[src/rtl/gpio_pad_pkg.sv]
package gpio_pad_pkg;

    localparam int WORD_W    = 32;
    localparam int FUNC_W    = 3;
    localparam int DRV_W     = 3;
    localparam int BIAS_W    = 2;
    localparam int PIN_IDX_W = 9;
    localparam int MAX_PINS  = 300;

    // control word field positions
    localparam int CTL_FUNC_LSB = 0;
    localparam int CTL_DRV_LSB  = 4;
    localparam int CTL_BIAS_LSB = 8;
    localparam int CTL_OE_BIT   = 12;

    // I/O word and power-hold word bit positions
    localparam int IO_OUT_BIT = 0;
    localparam int IO_IN_BIT  = 1;
    localparam int HOLD_BIT   = 0;

    localparam logic [WORD_W-1:0] CTL_MASK  = 32'h0000_1377;
    localparam logic [WORD_W-1:0] IO_MASK   = 32'h0000_0003;
    localparam logic [WORD_W-1:0] HOLD_MASK = 32'h0000_0001;
    localparam logic [WORD_W-1:0] RD_MASK   = CTL_MASK | IO_MASK | HOLD_MASK;

    typedef enum logic [BIAS_W-1:0] {
        BIAS_NONE = 2'd0,
        BIAS_DOWN = 2'd1,
        BIAS_KEEP = 2'd2,
        BIAS_UP   = 2'd3
    } bias_e;

    typedef struct packed {
        logic              oe;
        bias_e             bias;
        logic [DRV_W-1:0]  drive;
        logic [FUNC_W-1:0] func;
    } pin_ctl_t;

    typedef enum logic [1:0] {
        RK_NONE = 2'd0,
        RK_CTL  = 2'd1,
        RK_IO   = 2'd2,
        RK_HOLD = 2'd3
    } reg_kind_e;

    typedef struct packed {
        reg_kind_e             kind;
        logic [PIN_IDX_W-1:0]  pin;
    } dec_t;

    function automatic logic [WORD_W-1:0] pack_ctl(pin_ctl_t c);
        logic [WORD_W-1:0] w;
        w = '0;
        w[CTL_FUNC_LSB +: FUNC_W] = c.func;
        w[CTL_DRV_LSB  +: DRV_W]  = c.drive;
        w[CTL_BIAS_LSB +: BIAS_W] = c.bias;
        w[CTL_OE_BIT]             = c.oe;
        return w;
    endfunction

    function automatic pin_ctl_t unpack_ctl(logic [WORD_W-1:0] w);
        pin_ctl_t c;
        c.func  = w[CTL_FUNC_LSB +: FUNC_W];
        c.drive = w[CTL_DRV_LSB  +: DRV_W];
        c.bias  = bias_e'(w[CTL_BIAS_LSB +: BIAS_W]);
        c.oe    = w[CTL_OE_BIT];
        return c;
    endfunction

    function automatic logic [WORD_W-1:0] pack_io(logic out_lvl, logic in_lvl);
        logic [WORD_W-1:0] w;
        w = '0;
        w[IO_OUT_BIT] = out_lvl;
        w[IO_IN_BIT]  = in_lvl;
        return w;
    endfunction

endpackage

[src/rtl/gpio_addr_decode.sv]
module gpio_addr_decode
    import gpio_pad_pkg::*;
#(
    parameter int              NUM_PINS  = 16,
    parameter int              ADDR_W    = 13,
    parameter int              STRIDE_LG = 4,
    parameter int              CTL_OFF   = 0,
    parameter int              IO_OFF    = 4,
    parameter logic [ADDR_W-1:0] HOLD_ADDR = 13'h820
) (
    input  logic [ADDR_W-1:0] addr,
    output dec_t              dec
);
    localparam int IDX_W = ADDR_W - STRIDE_LG;

    logic [IDX_W-1:0]     idx;
    logic [STRIDE_LG-1:0] off;

    assign idx = addr[ADDR_W-1:STRIDE_LG];
    assign off = addr[STRIDE_LG-1:0];

    always_comb begin
        dec.kind = RK_NONE;
        dec.pin  = '0;
        if (addr == HOLD_ADDR) begin
            dec.kind = RK_HOLD;
        end else if (32'(idx) < NUM_PINS) begin
            dec.pin = PIN_IDX_W'(idx);
            if (off == STRIDE_LG'(CTL_OFF)) begin
                dec.kind = RK_CTL;
            end else if (off == STRIDE_LG'(IO_OFF)) begin
                dec.kind = RK_IO;
            end
        end
    end
endmodule

[src/rtl/gpio_pin_regs.sv]
module gpio_pin_regs
    import gpio_pad_pkg::*;
(
    input  logic     clk,
    input  logic     rst,
    input  logic     ctl_we,
    input  logic     io_we,
    input  pin_ctl_t ctl_wval,
    input  logic     out_wval,
    input  logic     pad_in,
    output pin_ctl_t ctl_q,
    output logic     out_q,
    output logic     in_q
);
    logic meta_q;

    always_ff @(posedge clk) begin
        if (rst) begin
            ctl_q  <= pin_ctl_t'('0);
            out_q  <= 1'b0;
            meta_q <= 1'b0;
            in_q   <= 1'b0;
        end else begin
            if (ctl_we) ctl_q <= ctl_wval;
            if (io_we)  out_q <= out_wval;
            meta_q <= pad_in;
            in_q   <= meta_q;
        end
    end

    AST_CTL_WRITE_ONLY: assert property (@(posedge clk) disable iff (rst)
        !ctl_we |=> $stable(ctl_q));

    AST_OUT_WRITE_ONLY: assert property (@(posedge clk) disable iff (rst)
        !io_we |=> $stable(out_q));
endmodule

[src/rtl/gpio_rd_mux.sv]
module gpio_rd_mux
    import gpio_pad_pkg::*;
#(
    parameter int NUM_PINS = 16
) (
    input  dec_t                     dec,
    input  pin_ctl_t [NUM_PINS-1:0]  ctl_all,
    input  logic [NUM_PINS-1:0]      out_all,
    input  logic [NUM_PINS-1:0]      in_all,
    input  logic                     hold,
    output logic [WORD_W-1:0]        word
);
    localparam int SEL_W = (NUM_PINS > 1) ? $clog2(NUM_PINS) : 1;

    logic [SEL_W-1:0] sel;
    logic             unused_pin_bits;

    assign sel             = dec.pin[SEL_W-1:0];
    assign unused_pin_bits = ^dec.pin;

    always_comb begin
        case (dec.kind)
            RK_CTL:  word = pack_ctl(ctl_all[sel]);
            RK_IO:   word = pack_io(out_all[sel], in_all[sel]);
            RK_HOLD: word = {{(WORD_W-1){1'b0}}, hold};
            default: word = '0;
        endcase
    end
endmodule

[src/rtl/gpio_pad_bank.sv]
module gpio_pad_bank
    import gpio_pad_pkg::*;
#(
    parameter int                NUM_PINS  = 16,
    parameter int                ADDR_W    = 13,
    parameter int                STRIDE_LG = 4,
    parameter int                CTL_OFF   = 0,
    parameter int                IO_OFF    = 4,
    parameter logic [ADDR_W-1:0] HOLD_ADDR = 13'h820
) (
    input  logic                       clk,
    input  logic                       rst,
    input  logic                       bus_sel,
    input  logic                       bus_wr,
    input  logic [ADDR_W-1:0]          bus_addr,
    input  logic [WORD_W-1:0]          bus_wdata,
    output logic [WORD_W-1:0]          bus_rdata,
    input  logic [NUM_PINS-1:0]        pad_in,
    output logic [NUM_PINS-1:0]        pad_out,
    output logic [NUM_PINS-1:0]        pad_oe,
    output logic [BIAS_W*NUM_PINS-1:0] pad_pull,
    output logic [DRV_W*NUM_PINS-1:0]  pad_drive,
    output logic [FUNC_W*NUM_PINS-1:0] pad_func,
    output logic                       pwr_hold
);
    dec_t                    dec;
    pin_ctl_t                ctl_wval;
    pin_ctl_t [NUM_PINS-1:0] ctl_all;
    logic [NUM_PINS-1:0]     out_all;
    logic [NUM_PINS-1:0]     in_all;
    logic [NUM_PINS-1:0]     ctl_we_v;
    logic [NUM_PINS-1:0]     io_we_v;
    logic [WORD_W-1:0]       rd_word;
    logic                    hold_q;
    logic                    bus_write;
    logic                    bus_read;
    logic [1:0]              since_rst;
    logic                    unused_wdata_bits;

    assign bus_write = bus_sel && bus_wr;
    assign bus_read  = bus_sel && !bus_wr;
    assign ctl_wval  = unpack_ctl(bus_wdata);
    assign unused_wdata_bits = ^(bus_wdata & ~(CTL_MASK | IO_MASK));

    gpio_addr_decode #(
        .NUM_PINS (NUM_PINS),
        .ADDR_W   (ADDR_W),
        .STRIDE_LG(STRIDE_LG),
        .CTL_OFF  (CTL_OFF),
        .IO_OFF   (IO_OFF),
        .HOLD_ADDR(HOLD_ADDR)
    ) u_dec (
        .addr(bus_addr),
        .dec (dec)
    );

    for (genvar g = 0; g < NUM_PINS; g++) begin : g_pin
        assign ctl_we_v[g] = bus_write && (dec.kind == RK_CTL)
                             && (dec.pin == PIN_IDX_W'(g));
        assign io_we_v[g]  = bus_write && (dec.kind == RK_IO)
                             && (dec.pin == PIN_IDX_W'(g));

        gpio_pin_regs u_pin (
            .clk     (clk),
            .rst     (rst),
            .ctl_we  (ctl_we_v[g]),
            .io_we   (io_we_v[g]),
            .ctl_wval(ctl_wval),
            .out_wval(bus_wdata[IO_OUT_BIT]),
            .pad_in  (pad_in[g]),
            .ctl_q   (ctl_all[g]),
            .out_q   (out_all[g]),
            .in_q    (in_all[g])
        );

        assign pad_func[g*FUNC_W +: FUNC_W]  = ctl_all[g].func;
        assign pad_drive[g*DRV_W +: DRV_W]   = ctl_all[g].drive;
        assign pad_pull[g*BIAS_W +: BIAS_W]  = ctl_all[g].bias;
        assign pad_oe[g]                     = ctl_all[g].oe;
        assign pad_out[g]                    = out_all[g];
    end

    gpio_rd_mux #(
        .NUM_PINS(NUM_PINS)
    ) u_rd (
        .dec    (dec),
        .ctl_all(ctl_all),
        .out_all(out_all),
        .in_all (in_all),
        .hold   (hold_q),
        .word   (rd_word)
    );

    always_ff @(posedge clk) begin
        if (rst) begin
            hold_q    <= 1'b1;
            bus_rdata <= '0;
            since_rst <= 2'd0;
        end else begin
            if (bus_write && dec.kind == RK_HOLD) hold_q <= bus_wdata[HOLD_BIT];
            if (bus_read) bus_rdata <= rd_word;
            if (since_rst != 2'd3) since_rst <= since_rst + 2'd1;
        end
    end

    assign pwr_hold = hold_q;

    AST_HOLD_DROP: assert property (@(posedge clk) disable iff (rst)
        (bus_write && bus_addr == HOLD_ADDR && !bus_wdata[HOLD_BIT]) |=> !pwr_hold);

    AST_HOLD_STABLE: assert property (@(posedge clk) disable iff (rst)
        !(bus_write && bus_addr == HOLD_ADDR) |=> $stable(pwr_hold));

    AST_RDATA_HELD: assert property (@(posedge clk) disable iff (rst)
        !bus_read |=> $stable(bus_rdata));

    AST_RDATA_CLEAN: assert property (@(posedge clk) disable iff (rst)
        (bus_rdata & ~RD_MASK) == '0);

    AST_SYNC_LATENCY: assert property (@(posedge clk) disable iff (rst)
        (since_rst == 2'd3) |-> (in_all == $past(pad_in, 2)));

    AST_ONE_TARGET: assert property (@(posedge clk) disable iff (rst)
        $onehot0({ctl_we_v, io_we_v}));
endmodule

[config.mk]
export PLATFORM = sky130hd
export DESIGN_NAME = gpio_pad_bank
export DESIGN_NICKNAME = d
export VERILOG_FILES = /design/src/rtl/gpio_pad_pkg.sv /design/src/rtl/gpio_addr_decode.sv /design/src/rtl/gpio_pin_regs.sv /design/src/rtl/gpio_rd_mux.sv /design/src/rtl/gpio_pad_bank.sv
export SDC_FILE = /design/constraint.sdc
export NUM_CORES = 1
export LEC_CHECK = 0
export ABC_AREA = 1
export BUFFER_PORTS_ARGS = -buffer_cell sky130_fd_sc_hd__buf_2
export CAP_MARGIN = 20
export CORE_UTILIZATION = 43
export CTS_CLUSTER_DIAMETER = 40
export DETAILED_ROUTE_END_ITERATION = 10
export PLACE_DENSITY = 0.67
export SLEW_MARGIN = 20
export SYNTH_ARGS = -nofsm -noshare
export SYNTH_HDL_FRONTEND = slang
export SYNTH_SLANG_ARGS = --single-unit
[constraint.sdc]
create_clock -name clk -period 4.6 [get_ports clk]
set_clock_uncertainty 0.05 [all_clocks]
set_input_delay 0.69 -clock clk [delete_from_list [all_inputs] [get_ports clk]]
set_output_delay 0.69 -clock clk [all_outputs]
set_load 0.02 [all_outputs]
# Word level (Yosys, flattened, before mapping)
# Index checks and enable logic that the tools add are counted.
word_totals:
  regBits: 225
  inputBits: 65
  output_inout_bits: 193
  wordCells: 188
op_classes:
  n_lt_le_gt_ge: 2
  eq_ne: 20
  mux: 12
  n_reduce_logical: 40
op_table:
  columns: ["op", "count"]
  rows:
  - ["9-bit by 4-bit == test with 1-bit output, second input constant", 8]
  - ["13-bit case mux with 3 select lines", 1]
  - ["1-bit logical AND", 37]
  - ["9-bit binary-select mux with 4-bit select", 1]
  - ["9-bit by 3-bit == test with 1-bit output, second input constant", 4]
  - ["9-bit by 2-bit == test with 1-bit output, second input constant", 2]
  - ["9-bit two-way mux", 2]
  - ["13-bit by 12-bit == test with 1-bit output, second input constant", 1]
  - ["11-bit two-way mux", 1]
  - ["9-bit by 1-bit == test with 1-bit output, second input constant", 1]
  - ["9-bit zero test", 1]
  - ["9-bit by 5-bit < comparator with 1-bit output, second input constant", 1]
  - ["1-bit binary-select mux with 4-bit select", 2]
  - ["2-bit two-way mux", 3]
  - ["4-bit by 5-bit < comparator with 1-bit output, second input constant", 1]
  - ["2-bit == test, second input constant", 2]
  - ["4-bit by 3-bit == test with 1-bit output, second input constant", 1]
  - ["4-bit zero test", 1]
  - ["2-bit by 1-bit == test with 1-bit output, second input constant", 1]
  - ["1-bit two-way mux", 2]
  - ["1-bit zero test", 1]

# Longest topological paths before layout
# Gate-level depths: netlist (run 1).
depth:
  word_depth: 8
  mapped_depth: 15
  depth_no_buf: 15

# By module
# From an unflattened synthesis (run 1), not the netlist that was laid out.
unflattened:
  hier_cells: 1804
  area_unflattened_um2: 12649.6
by_module_without_submodules:
  columns: ["module", "instances", "cells_per_inst", "area_each_um2", "seq_area_each_um2"]
  rows:
  - ["gpio_pin_regs", 16, 69, 556.8, 240.2]
  - ["gpio_rd_mux", 1, 431, 2050.7, 0.0]
  - ["gpio_pad_bank", 1, 229, 1515.2, 660.6]
  - ["gpio_addr_decode", 1, 40, 175.2, 0.0]

# Least setup slack after synthesis (run 1)
# OpenSTA, ideal clock, no wires.
synth_timing:
  path_type: "input port to flip-flop"
  from: "in bus_addr[9]"
  to: "reg g_pin[4].u_pin.ctl_q[0] (netlist name)"
  setup_ns: 0.116
  t_arrival_ns: 2.014
  required_ns: 4.434
  setup_slack_ns: 2.419
  path_stages: 11
  n_path_buf: 1
  cell_sequence: "nor2_4 nand3_4 nor2_4 inv_2 nor2_4 inv_2 nor2_4 nand2_2 buf_6 o21ai_1 a21oi_1"
synth_between:
  elab_chain_cells: 6
  elab_cells_between_ends: 9
  cone_classes: "1 x order compare; 3 x eq/ne; 3 x mux; 2 x reduce/logical"
synth_lines:
  columns: ["item", "line", "text"]
  rows:
  - ["from (decl)", "gpio_pad_bank.sv:15", "input logic [ADDR_W-1:0] bus_addr,"]
  - ["parallel branches: the longest is 5 deep, another holds 9-bit by 5-bit < comparator with 1-bit output", null, null]
  - ["1-bit logical AND *", "gpio_pad_bank.sv:59", "&& (dec.pin == PIN_IDX_W'(g));"]
  - ["to (signal assigned)", "gpio_pin_regs.sv:19", "ctl_q <= pin_ctl_t'('0);"]
  - ["to (signal assigned)", "gpio_pin_regs.sv:24", "if (ctl_we) ctl_q <= ctl_wval;"]
  - ["to (decl)", "gpio_pin_regs.sv:11", "output pin_ctl_t ctl_q,"]
# Mark *: on every way between the ends.
# A chain may end at the register's enable or synchronous reset.

# Worst setup path in the final report (run 1)
layout_timing:
  from: "in bus_addr[9]"
  to: "reg bus_rdata[1]"
layout_between:
  elab_chain_cells: 6
  elab_cells_between_ends: 13
  cone_classes: "1 x order compare; 4 x eq/ne; 8 x mux"
layout_lines:
  columns: ["item", "line", "text"]
  rows:
  - ["9-bit by 5-bit < comparator with 1-bit output", "gpio_addr_decode.sv:27", "end else if (32'(idx) < NUM_PINS) begin"]
  - ["11-bit two-way mux", "gpio_addr_decode.sv:27", null]
  - ["9-bit two-way mux", "gpio_addr_decode.sv:25", "if (addr == HOLD_ADDR) begin"]
  - ["1-bit binary-select mux with 4-bit select / 9-bit binary-select mux with 4-bit select (equally long branches)", "gpio_rd_mux.sv:24, gpio_rd_mux.sv:23", null]
  - ["1-bit two-way mux (not written as such) / 9-bit two-way mux (equally long branches)", "gpio_rd_mux.sv:24, gpio_rd_mux.sv:23", null]
  - ["13-bit case mux with 3 select lines *", "gpio_rd_mux.sv:22", "case (dec.kind)"]
  - ["to (signal assigned)", "gpio_pad_bank.sv:101", "if (bus_read) bus_rdata <= rd_word;"]
  - ["to (decl)", "gpio_pad_bank.sv:17", "output logic [WORD_W-1:0] bus_rdata,"]
# Mark *: on every way between the ends. The rest lies on a longest branch, timed or not. The select of a mux whose other input is x is not followed.

==> flow_summary_export.csv, run 1 <==
group,metric,value,unit
setup_path,worst-path-max-fanout,21,
synth,synth-edff-count,0,
synth,synth_cell_types,41,
setup_path,critPathCaptureType,"register",
global_route,grt_pass1_vias,8018,
cts,cts_tree,"yes",
cts,ctsHoldBuffers,0,
drt,first_iter_violations,631,
layout,diodes,0,
die,die_y,149,µm
synth,yosysTopAreaCell,"dfxtp_1",
die,die_w,149,µm
timing,rsz0062_at_grt,"no",
pwr,leakagePower,4.88,nW
setup_path,worstSetupPathType,"in2reg",
cts,cts_setup_buffers,0,
timing,finalSetupViolCount,0,
synth,yosysWarningCount,0,
setup_path,cp_data_arrival_time,3.31,ns
timing,fmax,0.335,GHz
synth,netlist_area,9260,µm²
synth,ys_seq_area_frac,0.437,
synth,async_flop_share,0,
timing,slew_headroom,0.287,
job,maxCapViolations,0,
drt,drtPass1Iterations,5,
drt,drc,0,
synth,yosysTopAreaCellShare,0.437,
global_route,antenna_found_initial,0,
timing,max_slew.worst_pin.slew,1.06,ns
cts,numClockSinks,202,
drt,ant_nets,0,
hold_path,hp-class,"in2reg",
timing,post-route-period-util,0.648,
place,dp_hpwl,20400,µm
global_route,grt_pass1_wl,45800,µm
drt,routed_wl,30700,µm
run_status,status,"complete, no violations",
layout,final_nets,1459,
die,row_count,53,
drt,viasPerCell,5.28,
synth,synth_ff_type,"dfxtp_1",
place,gp_congestion,0.900,
cts,cts_buffers,34,
layout,drive_above_1_share,0.237,
die,ios,258,
cts,cts_resized,0,
cts,cts_root_buf,"clkbuf_16",
cts,clk_latency,0.50,ns
timing,tns,0,ns
timing,min_period,2.98,ns
global_route,grtUsageTotal,0.272,
cts,clk_pin_slew,0.05,ns
layout,layout_common_cells,"buf_2, dfxtp_1, nand2_1",
die,fp.dieArea,22100,µm²
timing,drv_slew,0,
cts,htreeDepth,2,
global_route,grt_max_degree,79,
synth,synth-seq-cells,202,
layout,area_growth,21.0,%
global_route,grt_remaining_overflow,0,
layout,layout_commonest_cell,"buf_2",
pwr,peakVddDrop,0.305,mV
drt,post_drt_wl_per_cell,18.1,µm
pwr,power_density,399,nW/µm²
place,port_buffers,211,
drt,vias,8928,
die,core,21100,µm²
synth,synthTopCellsByArea,"dfxtp_1, a21oi_1, nand2_1",
synth,synth_area_per_cell,7.53,µm²
synth,synth_cells,1229,
setup_path,worstPathRequired,4.93,ns
die,floorplan.initialDensity,0.439,
layout,final_core_util,0.531,
timing,hold_violations,0,
setup_path,start_kind,"input pin",
cts,cts_max_path_buffers,3,
==> layout make-up <==
class                           instances  area, µm²
Clock buffer                           46        987
Clock inverter                         12        154
Fill cell                            2049       9880
Inverter                              157        592
Multi-Input combinational cell        782       3980
Sequential cell                       202       4040
Tap cell                              275        344
Timing Repair Buffer                  217       1100
==> cell usage after synthesis (6+ instances only) <==
library cell,number
a211oi_1,19
a21oi_1,153
a22oi_1,10
buf_2,11
buf_4,45
buf_6,17
clkbuf_1,33
dfxtp_1,202
inv_1,144
inv_2,11
nand2_1,199
nand2_2,11
nand3_1,57
nand4_1,6
nor2_1,94
nor2_2,9
nor2_4,19
o21ai_0,94
o21ai_1,14
o22ai_1,51
==> through the flow <==
step | instance area, µm² | instances | power (mW) | hold slack [ns] | setup slack, ns
after global routing | 11200 | 1691 | 4.59 | 0.343 | 1.47
after detailed placement | 10100 | 1633 | 1.97 | 0.342 | 1.24
final | 11200 | 1691 | 4.47 | 0.342 | 1.62
after global placement | 10100 | 1633 | 1.97 | 0.344 | 1.25
after floorplan | 9340 | 1251 | 1.93 | 0.338 | 2.42
after CTS | 11200 | 1691 | 4.49 | 0.326 | 1.71
==> state kept, by name (all words and copies together), names as in the netlist <==
register,flops
pwr_hold,1
g_pin.u_pin.out_q,16
g_pin.u_pin.in_q,16
bus_rdata,9
g_pin.u_pin.ctl_q,144
g_pin.u_pin.meta_q,16
==> metal layers <==
layer	vias to the layer above	track usage	wire length, µm	share of wire
met5	-	0	0	0
met4	0	0.110	1080	0.035
met3	77	0.0703	3060	0.10
met2	444	0.422	13800	0.45
met1	4094	0.359	12700	0.41
li1	4313	-	-	-
==> critical path, cell delays in order <==
cell and delay [ns]:
buf_2 0.12, nor2_4 0.18, nand3_4 0.18, nor2_4 0.41
nand2_1 0.53, buf_4 0.43, o22ai_1 0.17, o21ai_0 0.17
nand2_1 0.09, inv_1 0.04, nand2_1 0.10, nand3_1 0.09
nand2_1 0.06, inv_1 0.03
==> cell families after synthesis <==
logic type | count (synthesis) | share of synthesized area
flops | 202 | 0.437
other cells | 1 | 0.000405
buf+inv | 267 | 0.142
compound gates | 350 | 0.207
simple gates | 409 | 0.214
==> power by group <==
group	total (mW)	switching [mW]	internal, mW
logic	0.169	0.130	0.0386
clock network	2.53	0.859	1.67
registers	1.77	0.00340	1.77
total	4.47	0.993	3.47
==> worst paths after layout <==
| path | startpoint | to | slack [ns] | cells past startpoint |
|---|---|---|---|---|
| setup reg to reg | g_pin[10].u_pin.ctl_q[4]$_SDFFE_PP0P_ | bus_rdata[5]$_SDFFE_PP0P_ | 3.06 | 8 |
| hold reg to reg | g_pin[7].u_pin.meta_q$_SDFF_PP0_ | g_pin[7].u_pin.in_q$_SDFF_PP0_ | 0.35 | 2 |
| setup / recovery | bus_addr[9] | bus_rdata[1]$_SDFFE_PP0P_ | 1.62 | 14 |
| hold / removal | pad_in[12] | g_pin[12].u_pin.meta_q$_SDFF_PP0_ | 0.34 | 3 |
(Power assumes the default switching activity.)
==> run 2: changes to the inputs <==
clock period = 3.1 ns   (was 4.6 ns; I/O delays follow)
==> run 2 against run 1 <==
- power up 42%
- global-route usage down 0.18 points
- sequential share of layout area down 0.12 points
- cell count up 0.89%
- die area unchanged
- via count down 0.41%
- largest cell class unchanged
- clock power up 36%
- non-clock buffer count up 15
- worst setup slack worse by 0.77 ns
==> flow_summary_export.csv, run 2 (synthesis gave the netlist of run 1 again) <==
group,metric,value,unit
run_status,status,"complete, no violations",
cts,numClockSinks,202,
layout,area_growth,21.4,%
setup_path,worst-path-max-fanout,8,
cts,cts_max_path_buffers,3,
hold_path,hold_start,"pad_in[10]",
timing,max_slew.worst_pin.slew,0.627,ns
layout,layoutNonFillerInstCount,1706,
pwr,power_density,563,nW/µm²
drt,vias,8891,
drt,drtPass1Iterations,5,
die,die_w,149,µm
place,dp.cells,1648,
drt,first_iter_violations,733,
die,fp.dieArea,22100,µm²
cts,cts_buffers,31,
die,core,21100,µm²
layout,seq_area,4040,µm²
place,port_buffers,211,
place,gp_congestion,0.894,
setup_path,reg2reg_slack,1.49,ns
drt,viasPerCell,5.21,
global_route,grt_pass1_wl,45800,µm
layout,diodes,0,
layout,fillers,2068,
timing,hold_violations,0,
setup_path,worstPathRequired,3.53,ns
cts,htreeDepth,1,
timing,min_period,2.26,ns
cts,cts_resized,0,
setup_path,worstSetupStartpoint,"bus_addr[9]",
die,die_y,149,µm
global_route,grt_max_degree,54,
place,dp_hpwl,21000,µm
setup_path,cp_data_arrival_time,2.68,ns
layout,final_core_util,0.533,
layout,drive_above_1_share,0.247,
timing,post-route-period-util,0.728,
drt,ant_nets,0,
setup_path,critPathCaptureType,"register",
timing,drv_slew,0,
cts,ctsHoldBuffers,0,
layout,multi_input_area,3980,µm²
layout,layout_common_cells,"buf_2, dfxtp_1, nand2_1",
layout,top_register,"g_pin.u_pin.ctl_q",
timing,fmax,0.443,GHz
job,maxCapViolations,0,
cts,cts_tree,"yes",
die,ios,258,
timing,rsz0062_at_grt,"no",
drt,post_drt_wl_per_cell,18.0,µm
timing,finalSetupViolCount,0,
layout,layout_commonest_cell,"buf_2",
drt,drc,0,
cts,clk_latency,0.55,ns
setup_path,worstSetupPathType,"in2reg",
hold_path,hp-class,"in2reg",
cts,cts_root_buf,"clkbuf_16",
global_route,grt_remaining_overflow,0,
pwr,leakagePower,4.90,nW
cts,clk_pin_slew,0.06,ns
setup_path,start_kind,"input pin",
die,floorplan.initialDensity,0.439,
global_route,antenna_found_initial,0,
drt,routed_wl,30600,µm
timing,tns,0,ns
setup_path,worstReg2RegStart,"g_pin[9].u_pin.ctl_q[3]$_SDFFE_PP0P_",
die,row_count,53,
global_route,grt_pass1_vias,7957,
cts,cts_setup_buffers,0,
pwr,peakVddDrop,0.421,mV
timing,slew_headroom,0.581,
layout,largest_reg_flops,144,
layout,final_nets,1471,
global_route,grtUsageTotal,0.270,
==> run 2: cell count changes in the layout (fill, tap and decap cells not counted), sizes merged <==
cell / previous run / this run
buf: 217 / 232
clkbuf: 46 / 33
inv: 159 / 168
clkinvlp: 0 / 5
bufinv: 3 / 2
==> run 2: path summary, 6_finish.rpt <==
path / to / cells past startpoint
setup / recovery: bus_rdata[4]$_SDFFE_PP0P_ / 11
hold / removal: g_pin[10].u_pin.meta_q$_SDFF_PP0_ / 3
setup reg to reg: bus_rdata[4]$_SDFFE_PP0P_ / 6
hold reg to reg: g_pin[14].u_pin.in_q$_SDFF_PP0_ / 2
==> run 2: report_power, final <==
group / total [mW] / switching (mW) / leakage (nW) / internal [mW]
combinational: 0.258 / 0.196 / 2.76 / 0.0622
sequential: 2.62 / 0.00505 / 1.63 / 2.62
clock: 3.45 / 1.38 / 0.501 / 2.08
==> run 2: through the flow <==
| step | hold slack, ns | area, µm² | setup slack, ns | power [mW] |
|---|---|---|---|---|
| floorplan | 0.338 | 9340 | 1.14 | 2.86 |
| global placement | 0.345 | 10200 | 0.422 | 2.93 |
| detailed placement | 0.344 | 10200 | 0.387 | 2.93 |
| CTS | 0.0537 | 11200 | 0.949 | 6.36 |
| global route | 0.0650 | 11200 | 0.693 | 6.50 |
| finish | 0.0665 | 11200 | 0.845 | 6.33 |
==> run 2: area by class of cell <==
type                       count  area share
clock inverter                25      0.0221
multi-input combinational    782       0.354
timing repair buffer         232       0.110
sequential                   202       0.360
inverter                     157      0.0526
tap                          275      0.0306
clock buffer                  33      0.0706
==> run 2: critical path, stage by stage <==
cell and delay (ns):
buf_2 0.11, nor2_4 0.18, nand3_4 0.18, nor2_4 0.27, buf_4 0.22, nor2_2 0.12
a22oi_1 0.21, nand2_1 0.11, a21boi_0 0.45, nand4_1 0.19, a21oi_1 0.16
==> run 2: routing by layer <==
| metal | track usage | part of all wire | wire length [µm] | up-vias |
|---|---|---|---|---|
| met5 | 0 | 0 | 0 | - |
| met4 | 0.109 | 0.033 | 1020 | 0 |
| met3 | 0.0685 | 0.12 | 3530 | 72 |
| met2 | 0.415 | 0.44 | 13600 | 442 |
| met1 | 0.361 | 0.41 | 12500 | 4037 |
| li1 | - | - | - | 4340 |
==> run 3: changes to the inputs <==
ABC_AREA = 0   (was 1)
PLACE_DENSITY = 0.69   (was 0.67)
clock period = 1.97 ns   (was 3.1 ns; I/O delays follow)
==> run 3 against run 2 <==
- worst setup slack lost 0.77 ns
- register-to-register slack lost 1.3 ns
- via count shrank 0.92%
- synthesized cell count shrank 15%
- combinational power grew 130%
- global-route usage grew 0.77 points
- critical path type unchanged
- critical endpoint is now bus_rdata[1]$_SDFFE_PP0P_
- largest cell class is now multi-input combinational cells
==> flow_summary_export.csv, run 3 <==
group,metric,value,unit
global_route,grtUsageTotal,0.278,
synth,synth_area_per_cell,8.78,µm²
pwr,p_int,7.60,mW
die,die_w,148,µm
pwr,peakVddDrop,0.555,mV
timing,setup_ws,0.0767,ns
setup_path,start_kind,"input pin",
die,core,21000,µm²
cts,clk_latency,0.56,ns
synth,synth_cells,1045,
run_status,status,"complete, no violations",
drt,routed_wl,31200,µm
pwr,combPwrFrac,0.059,
place,placed_area,11300,µm²
pwr,p_seq_frac,0.407,
global_route,antenna_found_initial,0,
drt,post_drt_wl_per_cell,19.0,µm
layout,multi_input_area,4660,µm²
setup_path,worstPathRequired,2.35,ns
setup_path,worst-path-max-fanout,13,
layout,largest_reg_flops,144,
global_route,grt_pass1_wl,47000,µm
die,fp.dieArea,21900,µm²
die,row_count,53,
layout,final_core_util,0.595,
timing,hold_violations,0,
drt,first_iter_violations,669,
setup_path,worstSetupStartpoint,"bus_addr[8]",
synth,synth-edff-count,0,
place,place_ws,-0.489,ns
drt,drtPass1Iterations,7,
global_route,grt_remaining_overflow,0,
timing,slew_headroom,0.517,
timing,finalSetupViolCount,0,
cts,numClockSinks,202,
drt,viasPerCell,5.36,
cts,htreeDepth,1,
timing,max_slew.worst_pin.slew,0.724,ns
synth,yosys-top-cells-count,"nand2_1, dfxtp_1, a21oi_1",
cts,cts_max_path_buffers,3,
layout,layoutNonFillerInstCount,1642,
die,die_y,148,µm
hold_path,hp-class,"in2reg",
timing,drv_slew,0,
timing,rsz0062_at_grt,"no",
timing,post-route-period-util,0.961,
setup_path,reg2reg_slack,0.15,ns
global_route,grt_max_degree,152,
pwr,power_density,813,nW/µm²
synth,synth_cell_types,60,
synth,synthTopCellsByArea,"dfxtp_1, nand2_1, a21oi_1",
synth,async_flop_share,0,
pwr,p_switching,2.54,mW
setup_path,endpoint,"bus_rdata[1]$_SDFFE_PP0P_",
setup_path,critPathCaptureType,"register",
layout,diodes,0,
synth,synth-seq-cells,202,
layout,area_growth,35.8,%
place,dp_hpwl,22600,µm
place,gp_congestion,0.914,
layout,layout_commonest_cell,"nand2_1",
setup_path,cp_data_arrival_time,2.27,ns
drt,drc,0,
timing,min_period,1.89,ns
synth,ys_seq_area_frac,0.441,
pwr,p_sw_frac,0.250,
layout,fillers,1862,
place,port_buffers,211,
job,maxCapViolations,0,
cts,cts_root_buf,"clkbuf_16",
place,dp.cells,1572,
layout,final_nets,1409,
die,floorplan.initialDensity,0.438,
setup_path,r2r_cells,4,
cts,clk_pin_slew,0.06,ns
pwr,p_clk_frac,0.535,
synth,yosysTopAreaCell,"dfxtp_1",
layout,top_register,"g_pin.u_pin.ctl_q",
drt,ant_nets,0,
setup_path,worstReg2RegStart,"g_pin[11].u_pin.ctl_q[7]$_SDFFE_PP0P_",
setup_path,worstSetupPathType,"in2reg",
layout,drive_above_1_share,0.358,
timing,fmax,0.528,GHz
layout,seq_area,4040,µm²
cts,cts_tree,"yes",
layout,fin_area,12500,µm²
synth,synth_most_common_cell,"nand2_1",
synth,synth_ff_type,"dfxtp_1",
synth,netlist_area,9180,µm²
pwr,p_total,10.1,mW
pwr,leakagePower,5.35,nW
setup_path,reg2reg_to,"bus_rdata[9]$_SDFFE_PP0P_",
drt,vias,8809,
die,ios,258,
cts,cts_buffers,29,
synth,yosysWarningCount,0,
cts,cts_setup_buffers,0,
synth,yosysTopAreaCellShare,0.441,
layout,layout_common_cells,"nand2_1, buf_2, dfxtp_1",
global_route,grt_pass1_vias,8241,
[run 3: area by class of cell]
class / count / share of cell area
Tap cell: 275 / 0.0276
Timing Repair Buffer: 359 / 0.191
Clock buffer: 33 / 0.0602
Sequential cell: 202 / 0.324
Multi-Input combinational cell: 748 / 0.374
Clock inverter: 21 / 0.0221
Inverter: 4 / 0.00120
[run 3: worst min-delay path by stage]
stage	start	to	slack [ns]	depth (start not counted)
global placement	g_pin[6].u_pin.meta_q$_SDFF_PP0_	g_pin[6].u_pin.in_q$_SDFF_PP0_	0.37	1
floorplan	g_pin[0].u_pin.meta_q$_SDFF_PP0_	g_pin[0].u_pin.in_q$_SDFF_PP0_	0.36	1
detailed placement	g_pin[2].u_pin.meta_q$_SDFF_PP0_	g_pin[2].u_pin.in_q$_SDFF_PP0_	0.37	1
finish	bus_wdata[4]	g_pin[5].u_pin.ctl_q[3]$_SDFFE_PP0P_	0.10	3
CTS	bus_wdata[4]	g_pin[2].u_pin.ctl_q[3]$_SDFFE_PP0P_	0.09	3
global route	bus_wdata[6]	g_pin[4].u_pin.ctl_q[5]$_SDFFE_PP0P_	0.10	3
[run 3: per-layer routing]
layer,part of all wire,track usage
met5,0,0
met4,0.031,0.0954
met3,0.10,0.0767
met2,0.46,0.441
met1,0.40,0.363
[run 3: metrics by stage]
stage	TNS, ns	hold WS (ns)
after global placement	-60.15	0.370
final	0	0.102
after detailed placement	-66.15	0.371
after CTS	0	0.0885
after global routing	0	0.101
after floorplan	-16.58	0.364
[run 3: logic make-up (layout without fill, tap and decap cells)]
kind of cell | after synthesis | in the layout | synth area share
and+or+nand+nor | 464 | 464 | 0.253
buffers and inverters | 117 | 417 | 0.0734
other | 1 | 23 | 0.000409
muxes | 62 | 62 | 0.110
AOI/OAI and AO/OA | 199 | 199 | 0.122
DFF | 202 | 202 | 0.441
[run 3: power groups by stage]
| stage | clock network [mW] | logic, mW | registers, mW |
|---|---|---|---|
| floorplan | 0 | 0.362 | 4.21 |
| global placement | 0 | 0.557 | 4.21 |
| detailed placement | 0 | 0.559 | 4.21 |
| CTS | 5.46 | 0.585 | 4.12 |
| global route | 5.66 | 0.634 | 4.12 |
| finish | 5.42 | 0.594 | 4.12 |
[run 3: critical path, cell delays in order]
cell and delay (ns):
buf_2 0.10, or4_4 0.64, buf_4 0.22, or3_1 0.42, o22ai_1 0.15, o21ai_1 0.11
a221o_1 0.31
[run 3: timing repair]
action                                  4_1_cts  5_1_grt
hold endpoints to repair                     16        0
endpoints found under the setup margin        0        4
resized for setup                             0        2
hold buffers                                 16        0
